### src/rtl/rah_pkg.sv
package rah_pkg;
  typedef enum logic [1:0] {
    RA_NORMAL  = 2'd0,
    RA_AHEAD   = 2'd1,
    RA_RESTORE = 2'd2
  } ra_mode_e;
endpackage

### src/rtl/rah_mode_fsm.sv
module rah_mode_fsm
  import rah_pkg::*;
(
  input  logic clk,
  input  logic rst,
  input  logic miss_valid,
  input  logic miss_done,
  output logic take_ckpt,
  output logic restore_now,
  output logic in_ahead,
  output logic ahead_active,
  output logic inv_clear
);
  ra_mode_e mode_q, mode_d;

  always_comb begin
    mode_d = mode_q;
    case (mode_q)
      RA_NORMAL:  if (miss_valid) mode_d = RA_AHEAD;
      RA_AHEAD:   if (miss_done)  mode_d = RA_RESTORE;
      RA_RESTORE: mode_d = RA_NORMAL;
      default:    mode_d = RA_NORMAL;
    endcase
  end

  assign take_ckpt   = (mode_q == RA_NORMAL) && miss_valid;
  assign restore_now = (mode_q == RA_RESTORE);
  assign in_ahead    = (mode_q == RA_AHEAD);

  always_ff @(posedge clk) begin
    if (rst) begin
      mode_q       <= RA_NORMAL;
      ahead_active <= 1'b0;
      inv_clear    <= 1'b0;
    end else begin
      mode_q       <= mode_d;
      ahead_active <= (mode_d == RA_AHEAD);
      inv_clear    <= restore_now;
    end
  end


  restore_from_ahead_chk: assert property (@(posedge clk) disable iff (rst)
    (mode_q == RA_RESTORE) |-> ($past(mode_q) == RA_AHEAD));


  restore_single_chk: assert property (@(posedge clk) disable iff (rst)
    (mode_q == RA_RESTORE) |=> (mode_q == RA_NORMAL));
endmodule

### src/rtl/rah_regbank.sv
module rah_regbank #(
  parameter int NREGS = 16,
  parameter int DW    = 32,
  parameter int NRD   = 2,
  localparam int RAW  = $clog2(NREGS)
) (
  input  logic             clk,
  input  logic             rst,
  input  logic             take_ckpt,
  input  logic             restore_now,
  input  logic             in_ahead,
  input  logic             wr_en,
  input  logic [RAW-1:0]   wr_addr,
  input  logic [DW-1:0]    wr_data,
  input  logic             wr_inv,
  input  logic [NRD*RAW-1:0] rd_addr,
  output logic [NRD*DW-1:0]  rd_data,
  output logic [NRD-1:0]     rd_inv
);
  logic [DW-1:0] work_q [NREGS];
  logic [DW-1:0] back_q [NREGS];
  logic [NREGS-1:0] bad_q;

  for (genvar i = 0; i < NREGS; i++) begin : g_entry
    logic hit;
    assign hit = wr_en && (wr_addr == RAW'(i));

    always_ff @(posedge clk) begin
      if (rst) begin
        work_q[i] <= '0;
        back_q[i] <= '0;
        bad_q[i]  <= 1'b0;
      end else begin
        if (restore_now) begin
          work_q[i] <= back_q[i];
          bad_q[i]  <= 1'b0;
        end else if (hit) begin
          work_q[i] <= wr_data;
          bad_q[i]  <= in_ahead & wr_inv;
        end
        if (take_ckpt)
          back_q[i] <= hit ? wr_data : work_q[i];
      end
    end


    bk_hold_chk: assert property (@(posedge clk) disable iff (rst)
      in_ahead |=> $stable(back_q[i]));
  end

  for (genvar k = 0; k < NRD; k++) begin : g_rd
    logic [RAW-1:0] a;
    assign a = rd_addr[k*RAW +: RAW];
    assign rd_data[k*DW +: DW] = work_q[a];
    assign rd_inv[k]           = bad_q[a];
  end


  inv_only_ahead_chk: assert property (@(posedge clk) disable iff (rst)
    (bad_q != '0) |-> (in_ahead || restore_now));
endmodule

### src/rtl/rah_pc_unit.sv
module rah_pc_unit #(
  parameter int PCW        = 32,
  parameter int LINE_BYTES = 32,
  parameter int INSN_BYTES = 4,
  localparam int LOFF      = $clog2(LINE_BYTES)
) (
  input  logic           clk,
  input  logic           rst,
  input  logic           take_ckpt,
  input  logic           restore_now,
  input  logic           in_ahead,
  input  logic           miss_ifetch,
  input  logic [PCW-1:0] miss_pc,
  output logic           redirect_valid,
  output logic [PCW-1:0] redirect_pc
);
  logic [PCW-1:0] saved_q;
  logic [PCW-1:0] line_next, seq_next;

  assign line_next = {miss_pc[PCW-1:LOFF], {LOFF{1'b0}}} + PCW'(LINE_BYTES);
  assign seq_next  = miss_pc + PCW'(INSN_BYTES);

  always_ff @(posedge clk) begin
    if (rst) begin
      saved_q        <= '0;
      redirect_valid <= 1'b0;
      redirect_pc    <= '0;
    end else begin
      redirect_valid <= 1'b0;
      if (take_ckpt) begin
        saved_q        <= miss_pc;
        redirect_valid <= 1'b1;
        redirect_pc    <= miss_ifetch ? line_next : seq_next;
      end else if (restore_now) begin
        redirect_valid <= 1'b1;
        redirect_pc    <= saved_q;
      end
    end
  end


  saved_pc_hold_chk: assert property (@(posedge clk) disable iff (rst)
    in_ahead |=> $stable(saved_q));


  restore_target_chk: assert property (@(posedge clk) disable iff (rst)
    restore_now |=> (redirect_pc == saved_q));
endmodule

### src/rtl/runahead_ctrl.sv
module runahead_ctrl #(
  parameter int NREGS      = 16,
  parameter int DW         = 32,
  parameter int PCW        = 32,
  parameter int LINE_BYTES = 32,
  parameter int INSN_BYTES = 4,
  parameter int NRD        = 2,
  localparam int RAW       = $clog2(NREGS)
) (
  input  logic               clk,
  input  logic               rst,
  input  logic               miss_valid,
  input  logic               miss_ifetch,
  input  logic [PCW-1:0]     miss_pc,
  input  logic               miss_done,
  input  logic               wr_en,
  input  logic [RAW-1:0]     wr_addr,
  input  logic [DW-1:0]      wr_data,
  input  logic               wr_inv,
  input  logic [NRD*RAW-1:0] rd_addr,
  output logic [NRD*DW-1:0]  rd_data,
  output logic [NRD-1:0]     rd_inv,
  output logic               ahead_active,
  output logic               redirect_valid,
  output logic [PCW-1:0]     redirect_pc,
  output logic               inv_clear
);
  logic take_ckpt, restore_now, in_ahead;

  rah_mode_fsm u_fsm (
    .clk(clk), .rst(rst), .miss_valid(miss_valid), .miss_done(miss_done),
    .take_ckpt(take_ckpt), .restore_now(restore_now), .in_ahead(in_ahead),
    .ahead_active(ahead_active), .inv_clear(inv_clear)
  );

  rah_regbank #(.NREGS(NREGS), .DW(DW), .NRD(NRD)) u_bank (
    .clk(clk), .rst(rst), .take_ckpt(take_ckpt), .restore_now(restore_now),
    .in_ahead(in_ahead), .wr_en(wr_en), .wr_addr(wr_addr), .wr_data(wr_data),
    .wr_inv(wr_inv), .rd_addr(rd_addr), .rd_data(rd_data), .rd_inv(rd_inv)
  );

  rah_pc_unit #(.PCW(PCW), .LINE_BYTES(LINE_BYTES), .INSN_BYTES(INSN_BYTES)) u_pc (
    .clk(clk), .rst(rst), .take_ckpt(take_ckpt), .restore_now(restore_now),
    .in_ahead(in_ahead), .miss_ifetch(miss_ifetch), .miss_pc(miss_pc),
    .redirect_valid(redirect_valid), .redirect_pc(redirect_pc)
  );


  entry_redirect_chk: assert property (@(posedge clk) disable iff (rst)
    (ahead_active && !$past(ahead_active)) |-> redirect_valid);


  clear_with_redirect_chk: assert property (@(posedge clk) disable iff (rst)
    inv_clear |-> (redirect_valid && !ahead_active));


  clear_all_valid_chk: assert property (@(posedge clk) disable iff (rst)
    inv_clear |-> (rd_inv == '0));
endmodule

### config.mk
export PLATFORM = sky130hd
export DESIGN_NAME = runahead_ctrl
export DESIGN_NICKNAME = d
export VERILOG_FILES = /design/src/rtl/rah_pkg.sv /design/src/rtl/rah_mode_fsm.sv /design/src/rtl/rah_regbank.sv /design/src/rtl/rah_pc_unit.sv /design/src/rtl/runahead_ctrl.sv
export SDC_FILE = /design/constraint.sdc
export NUM_CORES = 2
export LEC_CHECK = 0
export ABC_CLOCK_PERIOD_IN_PS = 12400
export CELL_PAD_IN_SITES_DETAIL_PLACEMENT = 0
export CELL_PAD_IN_SITES_GLOBAL_PLACEMENT = 2
export CORE_ASPECT_RATIO = 1.5
export CORE_MARGIN = 2
export CORE_UTILIZATION = 30
export CTS_BUF_LIST = sky130_fd_sc_hd__clkbuf_8
export DETAILED_ROUTE_END_ITERATION = 10
export DONT_BUFFER_PORTS = 1
export GPL_ROUTABILITY_DRIVEN = 0
export PLACE_DENSITY_LB_ADDON = 0.08
export SLEW_MARGIN = 25
export SYNTH_ARGS = -nofsm -noshare
export SYNTH_HDL_FRONTEND = slang
export SYNTH_HIERARCHICAL = 1
export SYNTH_SLANG_ARGS = --single-unit
### constraint.sdc
create_clock -name clk -period 12.4 [get_ports clk]
set_input_delay 0.62 -clock clk [delete_from_list [all_inputs] [get_ports clk]]
set_output_delay 0.62 -clock clk [all_outputs]
set_load 0.01 [all_outputs]
==> Word-level counts from Yosys, hierarchy flattened <==
Memories as Yosys holds them, arrays and structs flattened.
Index checks and enable logic that the tools add are counted.
{ "word_totals": {"ff_bits": 85, "ram_bits": 1024, "in_bits": 83, "output_inout_bits": 101, "word_cells": 263, "n_memories": 2} }
{ "memory_table": {"columns": ["memory", "depth", "word_bits", "rd", "rd_ports_with_merged_regs", "wr", "line", "rtl"], "rows": [
  ["u_bank.back_q", 16, 32, 16, 0, 16, "rah_regbank.sv:21", "logic [DW-1:0] back_q [NREGS];"],
  ["u_bank.work_q", 16, 32, 18, 0, 16, "rah_regbank.sv:20", "logic [DW-1:0] work_q [NREGS];"]
]} }
{ "op_classes": {"add_sub_neg": 2, "n_lt_le_gt_ge": 2, "n_eq_ne": 18, "n_mux": 147, "n_bitwise": 49, "n_reduce_logical": 21} }
{ "ops": {"columns": ["op", "count"], "rows": [
  ["$mux W32", 67],
  ["$mux W1", 75],
  ["$or A1 B1 Y1", 48],
  ["$add A32 B3 Y32 const B", 1],
  ["$add A32 B6 Y32 const B", 1],
  ["$eq A4 B4 Y1 const B", 8],
  ["$logic_and A1 B1 Y1", 17],
  ["$eq A4 B3 Y1 const B", 4],
  ["$lt A4 B5 Y1 const B", 2],
  ["$bmux W1 S4", 2],
  ["$eq A4 B2 Y1 const B", 2],
  ["$eq A2 B1 Y1 const B", 2],
  ["$eq A4 B1 Y1 const B", 1],
  ["$logic_not A4 Y1", 1],
  ["$mux W2", 2],
  ["$pmux W2 S2", 1],
  ["$eq A2 B2 Y1 const B", 1],
  ["$logic_not A2 Y1", 1],
  ["$reduce_bool A2 Y1", 1],
  ["$reduce_or A2 Y1", 1],
  ["$and A1 B1 Y1", 1]
]} }

==> Logic depth before layout (Yosys ltp) <==
{ "logic_depth": {"word_depth": 7, "mapped_depth": 8, "ltp_nobuf": 7} }

==> Hierarchy <==
Netlist, hierarchy kept.
{ "by_module_without_submodules": {"columns": ["module", "n_inst", "cells_per_inst", "area_per_inst_um2", "seq_area_each_um2"], "rows": [
  ["rah_regbank", 1, 5438, 58712.6, 31069.8],
  ["rah_pc_unit", 1, 353, 3243.1, 1301.2],
  ["rah_mode_fsm", 1, 13, 140.1, 80.1]
]} }

==> Least setup slack after synthesis <==
OpenSTA, ideal clock, no wires.
{ "synth_timing": {"path_kind": "input to register", "start": "in rst", "end": "mem u_bank.back_q[0][0] (enable)", "setup_time_ps": 668, "arrival_ps": 7297, "path_slack_ps": 4436, "cell_stages": 3, "path_cell_list": "clkbuf_1 > clkbuf_1 > or2_2"} }
{ "synth_lines": {"columns": ["item", "line", "rtl"], "rows": [
  ["from (decl)", "runahead_ctrl.sv:11", "input logic rst,"],
  ["to (decl)", "rah_regbank.sv:21", null]
]} }

==> results.md <==
* Outcome: finished clean
* Worst-Margin Slew at 1150 ps
* Critical path data arrival time at 4640 ps
* Synth-to-layout area growth at 10.2%
* Worst-Skew Late Latency at 990 ps
* Ys flop type: edfxtp_1
* DP Area at 63,400 um2
* Cell variety after synth at 53
* Final worst setup slack at 8410 ps
* Antenna-violating nets left at 0
* DIE WIDTH at 375 um
* Max incr delay on CP at around 820 ps
* Post-synthesis mux area share at 0.101
* RSZ-0062 raised after global routing: false
* WL/cell at 34.9 um
* Crit start category: register
* Clock transition at path regs at around 60 ps
* Layer with the highest usage: met2
* Slowest CP cell: buf_4
* #FFs+latches synth at between 1,000 and 1,500
* Reg2Reg Setup Slack at roughly 8400 ps
* Syn_area_per_cell at 10.7 um2
* Achievable clock frequency at 251 MHz
* Synth async-reset ratio at 0
* Simple-Gate Fraction of Synth Area at 0.165
* Htree depth at 4
* Synth Area in Adders at 0.000604
* Synth area leaders: edfxtp_1, mux4_2, a21oi_1
* Clk buf depth at 4
* Die height at 561 um
* First-pass GRT wire length at 409,000 um
* Buffers added on ports at 0
* Vias at ~52,000
* Hold-fix buffer count after cts at 108
* Required @ worst endpoint at between 10,000 and 15,000 ps
* CP Cell Sequence: and2b_4 > buf_4 > buf_4 > buf_4 > nand4b_1 > a21oi_1
* Root buffer cell: clkbuf_8
* GRT Resource Usage Total at 0.266
* I/O pin cnt at 184
* CP Capture Type: register
* NumNets Final at 5,524
* Fin area at 68,400 um2
* Vias in the first global route at roughly 51,000
* VDD IR max at 0.0000714 V
* Main combinational cell family by area after synthesis: simple AND/OR/NAND/NOR gates
* Area of the core at a little over 200,000 um2
* CTS tree: yes
* Hold Violations, Final at 0
* Clock Sinks at between 1,000 and 1,500
* Syn nets at just under 6,000
* Pwr dens at 132 nW/um2
* Final setup viols at 0
* Synth Area in Compound Gates at 0.152
* DR pass1 iterations at 6
* Met2 usage at 0.435
* Worst hold path type: input pin to register
* Post-synth top area share at 0.495
* Setup_tns at 0 ps
* Setup bufs post-CTS at 0
* Seq/Total Area, Yosys at 0.523
* Skew final at approximately 51 ps
* Util after Layout at 0.333
* Pre-CTS setup slack at 8280 ps
* Post-cts resize count at 0
* Routed wire length at 288,000 um
* Starting Density at 0.302
* Initial antenna violation count at 7
* GRT overflow at 0
* Met1 Usage GRT at 0.364
* Iter 0 DRT Violations at 5,558
* Grt met3 use at 0.0489
* Pleak at 20.5 nW
* Yosys warnings at 6
* Largest delay share family, worst path: buffers and inverters
* HPWL after DPL at 132,000 um
* Vias per cell at about 6.3
* Layout cell share with drive strength beyond 1 at 0.124
* Worst slew margin at 0.234
* Row count at 204
* Synth area leader: edfxtp_1
* Post-synth EDFFs at 1,024
* Largest net degree at the start of global routing at 360
* DRC viols at 0
* Max FO, Critical Path at between 80 and 90
* Xor/xnor share of the synthesized area at 0.00339
* Gate Count Post-Synth at 5,804
* CTS buffer count at 209
* CP bufs+invs at 3
* Die footprint at 211,000 um2
* Final min period at 3990 ps
* Tcrit/Tclk final at 0.321
* Max cap viols at 0
* Layout filler cell count at ~21,000
* Synthesized cell area at 62,100 um2
* Critical path type: register to register
* Max-slew violation count at 0
* Most used cell, CP: buf_4
## worst reg2reg max path, stage by stage, from the launching register on
cell      delay [ps]
dfxtp_1          430
and2b_4          460
buf_4            670
buf_4            860
buf_4            920
nand4b_1         270
a21oi_1          100
## Yosys cell counts, types with 46 or more instances
| library cell | count |
|---|---|
| clkbuf_1 | 504 |
| a211oi_1 | 49 |
| o21ai_0 | 539 |
| nand4b_1 | 512 |
| dfxtp_1 | 85 |
| nand2_1 | 595 |
| buf_2 | 214 |
| mux4_2 | 264 |
| buf_1 | 58 |
| nand3_1 | 537 |
| a22oi_1 | 132 |
| nor2_1 | 46 |
| a21oi_1 | 1049 |
| edfxtp_1 | 1024 |
## sequential cells by signal, summed over array words and instances, names as in the netlist
signal / count
u_bank/back_q: 512
u_bank/work_q: 512
u_pc/redirect_pc: 32
u_pc/saved_q: 32
u_bank/bad_q: 16
u_fsm/mode_q: 2
u_fsm/ahead_active: 1
u_fsm/inv_clear: 1
u_pc/redirect_valid: 1
## placed cells by master, fill, tap and decap left out, types with 45 or more instances in the layout
master	instances
a211oi_1	49
dlygate4sd3_1	74
clkbuf_8	218
dfxtp_1	85
a22oi_1	132
buf_12	45
inv_1	112
buf_4	97
nand2_1	594
nand4b_1	512
a21oi_1	1049
o21ai_0	523
mux4_2	264
edfxtp_1	1024
nand3_1	536
## final timing paths
kind	from	to	depth (start not counted)
worst max register to register	u_fsm/mode_q[1]$_SDFF_PP0_	u_bank/work_q[14][4]$_DFFE_PP_	6
worst max-delay path	u_fsm/mode_q[1]$_SDFF_PP0_	u_bank/work_q[14][4]$_DFFE_PP_	6
worst min register to register	u_pc/saved_q[31]$_SDFFE_PP0P_	u_pc/saved_q[31]$_SDFFE_PP0P_	2
worst min-delay path	rst	u_bank/work_q[7][14]$_DFFE_PP_	1
## final cells by class
cell class | instances | area (um2) | share of cell area
Antenna cell | 5 | 12.5 | 0.000183
Clock buffer | 218 | 3000 | 0.0438
Sequential cell | 1109 | 32500 | 0.474
Tap cell | 2678 | 3350 | 0.0490
Inverter | 3 | 11.3 | 0.000165
Timing Repair Buffer | 220 | 2460 | 0.0360
Multi-Input combinational cell | 3895 | 26600 | 0.388
Clock inverter | 145 | 578 | 0.00845
## routing by layer
metal,vias to the layer above,share of wire
met5,-,0
met4,0,0.023
met3,370,0.074
met2,2356,0.48
met1,27500,0.43
li1,21500,-
## report_power, final
group	total, mW	switching [mW]	internal, mW	leakage, nW
clock	3.38	1.76	1.62	2.22
combinational	1.16	0.835	0.321	6.71
sequential	4.47	0.119	4.35	11.6
total	9.00	2.71	6.29	20.5
## kinds of logic after synthesis
| kind of cell | after synthesis |
|---|---|
| AO/OA/AOI/OAI | 1786 |
| AND/OR/NAND/NOR | 1783 |
| flip-flops | 1109 |
| buffers and inverters | 800 |
| multiplexers | 299 |
| XOR/XNOR | 24 |
| adder cells (fa/ha/maj) | 3 |
## stage by stage
stage / cells / hold WS, ps / total power, mW
finish: 8273 / 54.7 / 9.00
global placement: 7794 / 440 / 5.55
detailed placement: 7795 / 447 / 5.56
CTS: 8266 / 1.19 / 9.12
global route: 8271 / 1.70 / 9.32
floorplan: 5804 / 432 / 5.22
No activity file was read; power rests on OpenSTA's default activity.
